<file path="config.mk">
export PLATFORM = sky130hd
export DESIGN_NAME = lli_chain_engine
export DESIGN_NICKNAME = d
export VERILOG_FILES = /design/src/rtl/lli_pkg.sv /design/src/rtl/lli_ctrl.sv /design/src/rtl/lli_dpath.sv /design/src/rtl/lli_chain_engine.sv
export SDC_FILE = /design/constraint.sdc
export NUM_CORES = 1
export LEC_CHECK = 0
export BUFFER_PORTS_ARGS = -buffer_cell sky130_fd_sc_hd__buf_2
export CAP_MARGIN = 20
export CORE_AREA = 8 8 161 148
export CTS_BUF_LIST = sky130_fd_sc_hd__clkbuf_8 sky130_fd_sc_hd__clkbuf_16
export DETAILED_ROUTE_END_ITERATION = 12
export DIE_AREA = 0 0 169 156
export PLACE_DENSITY = 0.56
export SETUP_SLACK_MARGIN = 0.05
export SYNTH_ARGS = -nofsm -noshare
export SYNTH_HDL_FRONTEND = slang
export SYNTH_HIERARCHICAL = 1
export SYNTH_SLANG_ARGS = --single-unit
</file>
<file path="constraint.sdc">
create_clock -name clk -period 3.5 [get_ports clk]
set_clock_uncertainty 0.15 [all_clocks]
set_input_delay 0.525 -clock clk [delete_from_list [all_inputs] [get_ports clk]]
set_output_delay 0.525 -clock clk [all_outputs]
set_load 0.01 [all_outputs]
</file>
<file path="src/rtl/lli_pkg.sv">
package lli_pkg;

  localparam int DESC_WORDS = 5;
  localparam int IDX_W      = $clog2(DESC_WORDS);

  typedef enum logic [2:0] {
    ST_IDLE,
    ST_FETCH,
    ST_XFER,
    ST_WBACK,
    ST_NEXT
  } chainState_e;

  // strobes from control to datapath
  typedef struct packed {
    logic             loadBase;    // take the initial pointer
    logic             followNext;  // take the captured next pointer
    logic             capWord;     // a read word is valid
    logic [IDX_W-1:0] wordSel;     // which descriptor word
    logic             capSize;     // merge residual size and done flag
    logic             addrWb;      // address the control word for writeback
  } chainStrb_t;

endpackage

</file>
<file path="src/rtl/lli_ctrl.sv">
module lli_ctrl
  import lli_pkg::*;
(
  input  logic       clk,
  input  logic       rstN,
  input  logic       globalEn,
  input  logic       chanEn,
  input  logic       memAck,
  input  logic       xferDone,
  input  logic       nextIsZero,
  output chainStrb_t strb,
  output logic       memReq,
  output logic       memWe,
  output logic       xferReq,
  output logic       busy,
  output logic       chainDone
);

  localparam logic [IDX_W-1:0] LAST_IDX = IDX_W'(DESC_WORDS - 1);

  chainState_e state, stateNxt;
  logic [IDX_W-1:0] idx;
  logic runOk;

  assign runOk = globalEn & chanEn;

  always_comb begin
    stateNxt = state;
    case (state)
      ST_IDLE:  if (runOk) stateNxt = ST_FETCH;
      ST_FETCH: if (memAck && idx == LAST_IDX) stateNxt = ST_XFER;
      ST_XFER:  if (xferDone) stateNxt = ST_WBACK;
      ST_WBACK: if (memAck) stateNxt = ST_NEXT;
      ST_NEXT:  stateNxt = (nextIsZero || !runOk) ? ST_IDLE : ST_FETCH;
      default:  stateNxt = ST_IDLE;
    endcase
  end

  always_ff @(posedge clk) begin
    if (!rstN) begin
      state     <= ST_IDLE;
      idx       <= '0;
      chainDone <= 1'b0;
    end else begin
      state <= stateNxt;
      if (state == ST_IDLE && runOk) begin
        chainDone <= 1'b0;
        idx       <= '0;
      end
      if (state == ST_FETCH && memAck && idx != LAST_IDX) idx <= idx + 1'b1;
      if (state == ST_NEXT) begin
        idx <= '0;
        if (nextIsZero) chainDone <= 1'b1;
      end
    end
  end

  always_comb begin
    strb.loadBase   = (state == ST_IDLE) && runOk;
    strb.followNext = (state == ST_NEXT) && !nextIsZero && runOk;
    strb.capWord    = (state == ST_FETCH) && memAck;
    strb.wordSel    = idx;
    strb.capSize    = (state == ST_XFER) && xferDone;
    strb.addrWb     = (state == ST_WBACK);
  end

  assign memReq  = (state == ST_FETCH) || (state == ST_WBACK);
  assign memWe   = (state == ST_WBACK);
  assign xferReq = (state == ST_XFER);
  assign busy    = (state != ST_IDLE);

  assert_start_needs_enable_R1: assert property (@(posedge clk) disable iff (!rstN)
    $rose(busy) |-> $past(globalEn && chanEn));

  assert_xfer_held_R4: assert property (@(posedge clk) disable iff (!rstN)
    xferReq && !xferDone |=> xferReq);

  assert_write_after_done_R5: assert property (@(posedge clk) disable iff (!rstN)
    $rose(memWe) |-> $past(xferDone));

  assert_chain_done_idle_R7: assert property (@(posedge clk) disable iff (!rstN)
    chainDone |-> !busy);

endmodule

</file>
<file path="src/rtl/lli_dpath.sv">
module lli_dpath
  import lli_pkg::*;
#(
  parameter int ADDR_W   = 32,
  parameter int DATA_W   = 32,
  parameter int SIZE_W   = 16,
  parameter int DONE_BIT = 31
) (
  input  logic              clk,
  input  logic              rstN,
  input  chainStrb_t        strb,
  input  logic [ADDR_W-1:0] descPtrInit,
  input  logic [DATA_W-1:0] memRdata,
  input  logic [SIZE_W-1:0] xferSize,
  output logic [ADDR_W-1:0] memAddr,
  output logic [DATA_W-1:0] memWdata,
  output logic [ADDR_W-1:0] xferDst,
  output logic [DATA_W-1:0] xferCtrlA,
  output logic [DATA_W-1:0] xferCtrlB,
  output logic              nextIsZero
);

  localparam int WORD_BYTES = DATA_W / 8;
  localparam int ALIGN_BITS = $clog2(WORD_BYTES);
  localparam logic [ADDR_W-1:0] ALIGN_MASK = ~((ADDR_W'(1) << ALIGN_BITS) - ADDR_W'(1));
  localparam logic [ADDR_W-1:0] CTRLA_OFF  = ADDR_W'(3 * WORD_BYTES);
  localparam logic [DATA_W-1:0] SIZE_MASK  = (DATA_W'(1) << SIZE_W) - DATA_W'(1);
  localparam logic [DATA_W-1:0] DONE_MASK  = DATA_W'(1) << DONE_BIT;

  logic [ADDR_W-1:0] descBase;
  logic [ADDR_W-1:0] nextPtr;
  logic [DATA_W-1:0] ctrlA;
  logic [ADDR_W-1:0] wordOff;
  logic [ADDR_W-1:0] rdAsAddr;

  assign rdAsAddr = ADDR_W'(memRdata);

  always_ff @(posedge clk) begin
    if (!rstN) begin
      descBase  <= '0;
      nextPtr   <= '0;
      xferDst   <= '0;
      ctrlA     <= '0;
      xferCtrlB <= '0;
    end else begin
      if (strb.loadBase)   descBase <= descPtrInit & ALIGN_MASK;
      if (strb.followNext) descBase <= nextPtr;
      if (strb.capWord) begin
        case (strb.wordSel)
          IDX_W'(1): xferDst   <= rdAsAddr;
          IDX_W'(2): nextPtr   <= rdAsAddr & ALIGN_MASK;
          IDX_W'(3): ctrlA     <= memRdata;
          IDX_W'(4): xferCtrlB <= memRdata;
          default: ;  // source address word is not used
        endcase
      end
      if (strb.capSize) ctrlA <= (ctrlA & ~SIZE_MASK) | DATA_W'(xferSize) | DONE_MASK;
    end
  end

  assign wordOff    = ADDR_W'(strb.wordSel) << ALIGN_BITS;
  assign memAddr    = descBase + (strb.addrWb ? CTRLA_OFF : wordOff);
  assign memWdata   = ctrlA;
  assign xferCtrlA  = ctrlA;
  assign nextIsZero = (nextPtr == '0);

  assert_fetch_step_R3: assert property (@(posedge clk) disable iff (!rstN)
    strb.capWord && strb.wordSel < IDX_W'(DESC_WORDS - 1)
      |=> memAddr == $past(memAddr) + ADDR_W'(WORD_BYTES));

endmodule

</file>
<file path="src/rtl/lli_chain_engine.sv">
module lli_chain_engine
  import lli_pkg::*;
#(
  parameter int ADDR_W   = 32,
  parameter int DATA_W   = 32,
  parameter int SIZE_W   = 16,
  parameter int DONE_BIT = 31
) (
  input  logic              clk,
  input  logic              rstN,
  input  logic              globalEn,
  input  logic              chanEn,
  input  logic [ADDR_W-1:0] descPtrInit,
  output logic              memReq,
  output logic              memWe,
  output logic [ADDR_W-1:0] memAddr,
  output logic [DATA_W-1:0] memWdata,
  input  logic [DATA_W-1:0] memRdata,
  input  logic              memAck,
  output logic              xferReq,
  output logic [ADDR_W-1:0] xferDst,
  output logic [DATA_W-1:0] xferCtrlA,
  output logic [DATA_W-1:0] xferCtrlB,
  input  logic              xferDone,
  input  logic [SIZE_W-1:0] xferSize,
  output logic              busy,
  output logic              chainDone
);

  chainStrb_t strb;
  logic nextIsZero;

  lli_ctrl ctrl_i (
    .clk        (clk),
    .rstN       (rstN),
    .globalEn   (globalEn),
    .chanEn     (chanEn),
    .memAck     (memAck),
    .xferDone   (xferDone),
    .nextIsZero (nextIsZero),
    .strb       (strb),
    .memReq     (memReq),
    .memWe      (memWe),
    .xferReq    (xferReq),
    .busy       (busy),
    .chainDone  (chainDone)
  );

  lli_dpath #(
    .ADDR_W   (ADDR_W),
    .DATA_W   (DATA_W),
    .SIZE_W   (SIZE_W),
    .DONE_BIT (DONE_BIT)
  ) dpath_i (
    .clk         (clk),
    .rstN        (rstN),
    .strb        (strb),
    .descPtrInit (descPtrInit),
    .memRdata    (memRdata),
    .xferSize    (xferSize),
    .memAddr     (memAddr),
    .memWdata    (memWdata),
    .xferDst     (xferDst),
    .xferCtrlA   (xferCtrlA),
    .xferCtrlB   (xferCtrlB),
    .nextIsZero  (nextIsZero)
  );

  assert_req_stable_R9: assert property (@(posedge clk) disable iff (!rstN)
    memReq && !memAck |=> memReq && $stable(memAddr) && $stable(memWe) && $stable(memWdata));

  assert_wb_done_set_R5: assert property (@(posedge clk) disable iff (!rstN)
    memReq && memWe |-> memWdata[DONE_BIT]);

endmodule

</file>
# After elaboration in Yosys (flattened, before gate mapping)
# Index checks and enable logic that the tools add are counted.
# word_totals
register_bits	165
wordCells	67
out_inout_bits	165
inputBits	86
# op_classes
muxes	17
bitwise	3
n_reduce_logical	24
n_eq_ne	13
addsub	2
# op_table
operator	n
two-way mux 32 bit	5
adder 32 bit	1
zero test 32 bit	1
bitwise OR 31 x 16 -> 31 bit	1
two-way mux 3 bit	6
one-hot mux 3 bit (5 select lines)	1
== test 3 x 2 -> 1 bit (second input constant)	4
inequality test 2 x 1 -> 1 bit (second input constant)	4
AND reduction 2 bit	4
nonzero test 2 bit	4
logical AND 1 bit	7
== test 3 x 1 -> 1 bit (second input constant)	2
== test 3 bit (second input constant)	2
two-way mux 5 bit	1
two-way mux 1 bit	4
AND reduction 4 bit	1
adder 3 x 1 -> 3 bit (second input constant)	1
zero test 3 bit	1
inequality test 3 bit (second input constant)	1
nonzero test 3 bit	1
zero test 1 bit	2
logical OR 1 bit	2
OR reduction 2 bit	1
bitwise AND 1 bit	1
NOT 1 bit	1

# Depth between registers and ports, before layout
# Gate-level depths: netlist (run 1).
# depth
word_depth	5
mapped_depth	11
ltp_nobuf	9

# Hierarchy
# The synthesis (run 1) kept the hierarchy.
# by_module_without_submodules
mod	area_per_inst_um2	n_inst	seq_area_each_um2	cells_each
lli_dpath	6789.0	1	3123.0	872
lli_ctrl	476.7	1	140.1	57

# Worst setup path before layout (run 1)
# No wires, ideal clock.
# synth_timing
path_kind	reg2out
from	reg ctrl_i.state[2]
to	out memAddr[9]
required_time_ns	2.825
arrival_time_ns	2.578
stages_incl_launch_ff	11
path_slack_ns	0.247
path_buffers	2
cell_sequence	dfxtp_1 > buf_6 > and2b_2 > and2_1 > buf_4 > or2_2 > ha_1 > a211oi_1 > nor3_2 > and3_2 > xor2_1
# synth_between
elab_chain_len	3
# synth_lines
item	line_no	rtl
from (decl)	lli_ctrl.sv:21	chainState_e state, stateNxt;
from (signal assigned)	lli_ctrl.sv:45	state <= stateNxt;
== test 3 x 2 -> 1 bit	-	
net memWe	lli_chain_engine.sv:15	output logic memWe,
two-way mux 5 bit	lli_dpath.sv:62	assign memAddr = descBase + (strb.addrWb ? CTRLA_OFF : wordOff);
adder 32 bit	lli_dpath.sv:62	
to (decl)	lli_chain_engine.sv:16	output logic [ADDR_W-1:0] memAddr,
# The timed path passes the listed nets, and every way through them passes these cells.

# Final worst setup path (run 1)
# layout_timing
from	reg ctrl_i.state[2]
to	out memAddr[30]
# layout_between
elab_chain_len	3
# layout_lines
item	line_no	rtl
== test 3 x 2 -> 1 bit	lli_ctrl.sv:64	strb.addrWb = (state == ST_WBACK);
two-way mux 5 bit	lli_dpath.sv:62	
adder 32 bit	lli_dpath.sv:62	
# No other way between the ends.

==> qor.yml, run 1 <==
outcome:
  outcome: "complete, no violations"
global_routing:
  grt_first_pass_wirelength_mm: 37.5
  antenna_found_initial: 0
  grt_max_degree: 68
  grt_pass1_vias: 6640
  overflow: 0
  grt_usage_pct: 18.0
place:
  dp_hpwl_mm: 17.4
  io_buffers: 246
  gp_congestion: 0.793
  placed_area_um2: 8490
  post-place-ws_ns: 0.239
timing:
  maxSlewHeadroom_pct: 32.2
  fin_ws_ns: 0.162
  drv_slew: 0
  finalSetupViolations: 0
  tightest_slew_ns: 1.02
  finalHoldViolCount: 0
  fin_tns_setup_ns: 0
  timing.final.crit_share_pct: 95.4
  timing.fmax_mhz: 300
  fin_crit_ns: 3.34
  rsz0062_at_grt: "true"
logic_synthesis:
  yosysSeqAreaShare_pct: 44.9
  synth.distinct_cells: 56
  synth_cells: 929
  netlist_area_um2: 7270
  yosys_warnings: 6
  synth_top_flop_cell: "dfxtp_1"
  synth-seq-cells: 163
  syn_area_per_cell_um2: 7.82
  synth_edf_count: 0
  async_flop_share_pct: 0
route:
  ant_nets: 0
  drt_first_pass_iters: 5
  drcViolationCount: 0
  dr.first_iter.drc_count: 403
  avgViaCountPerCell: 4.83
  post_drt_wl_per_cell_um: 17.0
  vias: 6884
  wirelength_mm: 24.2
floorplan:
  core_area_um2: 21200
  start_util_pct: 34.3
  die_x_um: 169
  dieArea_um2: 26400
  die_y_um: 156
  io_pins: 251
  rows: 51
worst_setup_path:
  slowest_stage: "fa_2"
  crit_path_start: "ctrl_i/state[2]"
  path_cells: "and2b_2 > and2_4 > or2_4 > ha_4 > fa_2 > a21oi_4 > nor2_4 > nand4b_1 > xnor2_1 > buf_2"
  cp_slowest_stage_delay_ns: 0.37
  cp.arrival_ns: 2.66
  r2r-end: "dpath_i/descBase[18]"
  cp.required_ns: 2.82
  r2r_cells: 9
  crit_path_end_kind: "output port"
  crit_type: "flop to output port"
  path_max_fanout: 8
  worstReg2RegStart: "ctrl_i/state[2]"
  r2r_slack_ns: 1.06
  crit_path_start_kind: "flop"
clock_tree:
  cts_sinks: 163
  clk_root_buffer_cell: "clkbuf_16"
  cts_tree: "done"
  cts.clk_slew.worst_paths_ns: 0.07
  cts_inserted_buffers: 17
  h-tree-depth: 4
  clock_path_buffers: 2
  clock_latency_ns: 0.42
power:
  powerDensity_nw_per_um2: 482
  ir_drop_mv: 0.309
  leakagePower_nw: 3.97
final_layout:
  final_core_util_pct: 43.7
  antenna_cells: 0
  layout_commonest_cell: "nand2_1"
  nets: 1212
  most-common-layout-cells: "270 x nand2_1, 246 x buf_2, 161 x dfxtp_1, 144 x a21oi_1, 69 x nor2_1"
  finish.instance_area_um2: 9260
  drive_above_1_share_pct: 29.2
  syn2layout_area_growth_pct: 27.4
min_path:
  worstHoldStart: "memRdata[0]"
  hold_depth: 3
  hp-class: "input pin to flop"
  hold_end: "dpath_i/xferDst[0]"
flow_run:
  maxCapViolCount: 0
## timing repair
action	CTS	global route
setup endpoints to repair	24	23
hold buffers	0	0
buffers inserted	2	3
gates resized for setup	11	7
cloned	0	0
pin swaps	4	10
## Yosys cell counts (2+ instances only)
library cell | count | area share [%]
o21ai_0 | 16 | 1.1
a31oi_1 | 17 | 1.5
nand3_1 | 11 | 0.76
xor2_1 | 4 | 0.48
nor2_1 | 71 | 3.7
buf_4 | 36 | 3.7
a21oi_1 | 145 | 10
nor2b_1 | 3 | 0.26
a32oi_1 | 2 | 0.24
nand4b_1 | 2 | 0.24
buf_1 | 3 | 0.15
nor4_1 | 7 | 0.60
buf_6 | 3 | 0.46
buf_2 | 9 | 0.62
nor3_1 | 3 | 0.21
nand2_1 | 270 | 14
or2_2 | 3 | 0.26
clkbuf_1 | 44 | 2.3
dfxtp_1 | 163 | 45
ha_1 | 5 | 0.86
inv_1 | 5 | 0.26
and4_1 | 2 | 0.24
nand3b_1 | 2 | 0.21
xnor2_1 | 24 | 2.9
and2_1 | 2 | 0.17
mux2i_1 | 31 | 4.3
nand4_1 | 10 | 0.86
a211oi_1 | 2 | 0.21
and3_1 | 5 | 0.43
nand2b_1 | 3 | 0.26
## per-layer routing
| metal | vias up | track usage (%) | wire length (µm) |
|---|---|---|---|
| li1 | 3458 | - | - |
| met1 | 3215 | 23.8 | 11200 |
| met2 | 183 | 27.8 | 11000 |
| met3 | 28 | 5.24 | 1610 |
| met4 | 0 | 6.06 | 342 |
| met5 | - | 0 | 0 |
## worst max-delay path: cells and delay by family (launching register included)
kind / cells / cell delay (ns)
AOI/OAI and AO/OA: 1 / 0.23
xor gates and xnor gates: 1 / 0.12
adders and majority gates: 2 / 0.55
buffers and inverters: 1 / 0.15
DFF: 1 / 0.32
and+or+nand+nor: 5 / 0.86
## state kept, by name (all words and copies together) (netlist names)
signal / count
dpath_i/memWdata: 32
dpath_i/xferCtrlB: 32
dpath_i/xferDst: 32
dpath_i/descBase: 30
dpath_i/nextPtr: 30
ctrl_i/idx: 3
ctrl_i/state: 3
ctrl_i/chainDone: 1
## metrics by stage
| stage | power, mW | cells | hold WS, ns |
|---|---|---|---|
| floorplan | 2.25 | 930 | 0.299 |
| global placement | 2.45 | 1387 | 0.289 |
| detailed placement | 2.45 | 1387 | 0.295 |
| CTS | 4.51 | 1421 | 0.199 |
| global route | 4.65 | 1424 | 0.213 |
| finish | 4.46 | 1424 | 0.218 |
## where the power goes
group / switching, mW / internal, mW / leakage [nW]
sequential: 0.0484 / 1.90 / 1.32
clock: 0.831 / 1.22 / 0.313
combinational: 0.268 / 0.202 / 2.34
## worst max-delay path by stage
stage | slack (ns) | endpoint
finish | 0.16 | memAddr[30]
CTS | 0.06 | memAddr[14]
global route | 0.03 | memAddr[27]
global placement | 0.28 | memAddr[28]
detailed placement | 0.24 | memAddr[30]
floorplan | 0.25 | memAddr[9]
## layout make-up
type                       count  area [µm²]
inverter                       6        25.0
multi-input combinational    666        3570
timing repair buffer         266        1390
clock inverter                15         216
clock buffer                  17         425
sequential                   163        3270
tap                          291         364
fill                        2231       11900
## cells by family (layout without fill, tap and decap cells)
| family | Yosys count | after routing | share of synthesized area (%) |
|---|---|---|---|
| DFF | 163 | 163 | 44.9 |
| buffers and inverters | 101 | 304 | 7.54 |
| xor gates and xnor gates | 28 | 28 | 3.38 |
| muxes | 32 | 32 | 4.43 |
| adders and majority gates | 6 | 6 | 1.14 |
| other | 1 | 2 | 0.0516 |
| and+or+nand+nor | 414 | 414 | 25.3 |
| AOI/OAI and AO/OA | 184 | 184 | 13.2 |
Note: power is estimated with default switching activity, not from simulation.
==> run 2: changes to the inputs <==
==> constraint.sdc (replaced) <==
create_clock -name clk -period 3.5 [get_ports clk]
set_clock_uncertainty 0.15 [all_clocks]
set_input_delay 0.525 -clock clk [delete_from_list [all_inputs] [get_ports clk]]
set_output_delay 0.525 -clock clk [all_outputs]
set_load 0.05 [all_outputs]
==> qor.yml, run 2 (same netlist as run 1, synthesis figures left out) <==
outcome:
  outcome: "complete, no violations"
global_routing:
  overflow: 0  # unchanged
  grt_max_degree: 76  # +12%
  grt_first_pass_wirelength_mm: 38.0  # +1.4%
  grt_usage_pct: 18.1  # +0.078 points
  grt_pass1_vias: 6650  # +0.15%
  antenna_found_initial: 0  # unchanged
flow_run:
  maxCapViolCount: 0  # unchanged
timing:
  timing.fmax_mhz: 296  # -1.1%
  finalHoldViolCount: 0  # unchanged
  fin_tns_setup_ns: 0  # unchanged
  holdWs_ns: 0.227  # +0.00934 ns
  tightest_slew_ns: 1.02  # -0.00101 ns
  fin_crit_ns: 3.37  # +0.0360 ns
  finalSetupViolations: 0  # unchanged
  timing.final.crit_share_pct: 96.4  # +1.0 points
  maxSlewHeadroom_pct: 32.2  # +0.067 points
  rsz0062_at_grt: "true"
  drv_slew: 0  # unchanged
clock_tree:
  cts_sinks: 163  # unchanged
  hold_buffers: 0  # unchanged
  cts.clk_slew.worst_paths_ns: 0.06  # about the same
  cts_tree: "done"
  clk_root_buffer_cell: "clkbuf_16"
  clock_path_buffers: 2  # unchanged
  h-tree-depth: 4  # unchanged
  cts_inserted_buffers: 17  # unchanged
  clock_latency_ns: 0.42  # about the same
final_layout:
  most-common-layout-cells: "270 x nand2_1, 226 x buf_2, 162 x dfxtp_1, 144 x a21oi_1, 69 x nor2_1"
  layout_commonest_cell: "nand2_1"
  syn2layout_area_growth_pct: 31.5
  drive_above_1_share_pct: 30.7  # +1.5 points
  antenna_cells: 0  # unchanged
  nets: 1208  # -0.33%
place:
  dp_hpwl_mm: 17.3  # -0.66%
  gp_congestion: 0.808  # +1.9%
  io_buffers: 246  # unchanged
route:
  drt_first_pass_iters: 5  # unchanged
  vias: 6786  # -1.4%
  ant_nets: 0  # unchanged
  avgViaCountPerCell: 4.78  # -1.1%
  post_drt_wl_per_cell_um: 17.1  # +0.41%
  wirelength_mm: 24.2  # about the same
  dr.first_iter.drc_count: 427  # +6.0%
  drcViolationCount: 0  # unchanged
power:
  powerDensity_nw_per_um2: 469  # -2.6%
  leakagePower_nw: 4.15  # +4.4%
  ir_drop_mv: 0.320  # +3.4%
worst_setup_path:
  cp.arrival_ns: 2.70  # +0.04 ns
  crit_path_end_kind: "output port"
  crit_type: "flop to output port"
  cp.required_ns: 2.82  # about the same
  path_max_fanout: 8  # unchanged
  crit_path_start_kind: "flop"
floorplan:
  dieArea_um2: 26400  # unchanged
  core_area_um2: 21200  # unchanged
  die_y_um: 156  # unchanged
  die_x_um: 169  # unchanged
  rows: 51  # unchanged
  io_pins: 251  # unchanged
  start_util_pct: 34.3  # unchanged
min_path:
  hp-class: "input pin to flop"
==> run 2: stage by stage <==
step | instance area, µm² | utilization [%] | cells | total power, mW | setup WS (ns)
floorplan | 7570 | - | 930 | 2.43 | 0.0531
global placement | 8780 | 41.4 | 1386 | 2.62 | 0.224
detailed placement | 8780 | 41.4 | 1386 | 2.62 | 0.202
finish | 9550 | 45.1 | 1419 | 4.48 | 0.126
global route | 9550 | 45.1 | 1419 | 4.67 | 0.00429
CTS | 9470 | 44.7 | 1417 | 4.52 | 0.0515
==> run 2: cell type report <==
class | count | area, µm²
fillers | 2183 | 11600
multi-input cells | 666 | 3850
flip-flops and latches | 163 | 3260
repair buffers | 262 | 1460
clock buffers | 18 | 439
well taps | 291 | 364
clock inverters | 13 | 146
inverters | 6 | 25.0
==> run 2: worst paths after layout <==
kind         slack, ns                     to  cells past startpoint                   from
max               0.13            memAddr[10]                     10        ctrl_i/state[2]
min               0.23   dpath_i/xferCtrlB[1]                      3            memRdata[1]
max reg2reg       1.06   dpath_i/descBase[18]                      9        ctrl_i/state[2]
min reg2reg       0.30  dpath_i/xferCtrlB[24]                      2  dpath_i/xferCtrlB[24]
==> run 2: worst max-delay path, stage by stage (launching register included) <==
cell and delay [ns]:
dfxtp_2 0.32, and2b_4 0.18, and2_4 0.15, or2_4 0.24
ha_4 0.18, fa_2 0.40, a21oi_4 0.24, nor2_4 0.10
nand4_1 0.15, xnor2_2 0.13, buf_6 0.18
==> run 2: power breakdown <==
part / internal (mW) / switching [mW]
Combinational: 0.240 / 0.408
Clock: 1.13 / 0.749
Sequential: 1.90 / 0.0635
Total: 3.26 / 1.22
==> run 2: metal layers <==
layer	share of wire, %	wire [µm]	track usage [%]
met1	46	11200	24.5
met2	46	11000	27.6
met3	7.4	1790	5.44
met4	1.1	261	4.88
met5	0	0	0
==> run 2: timing repair <==
item | in CTS | in global routing
buffers inserted | 0 | 1
gates resized for setup | 34 | 14
gates cloned | 0 | 1
setup endpoints to repair | 24 | 21
pin swaps | 3 | 13
hold endpoints to repair | 0 | 0
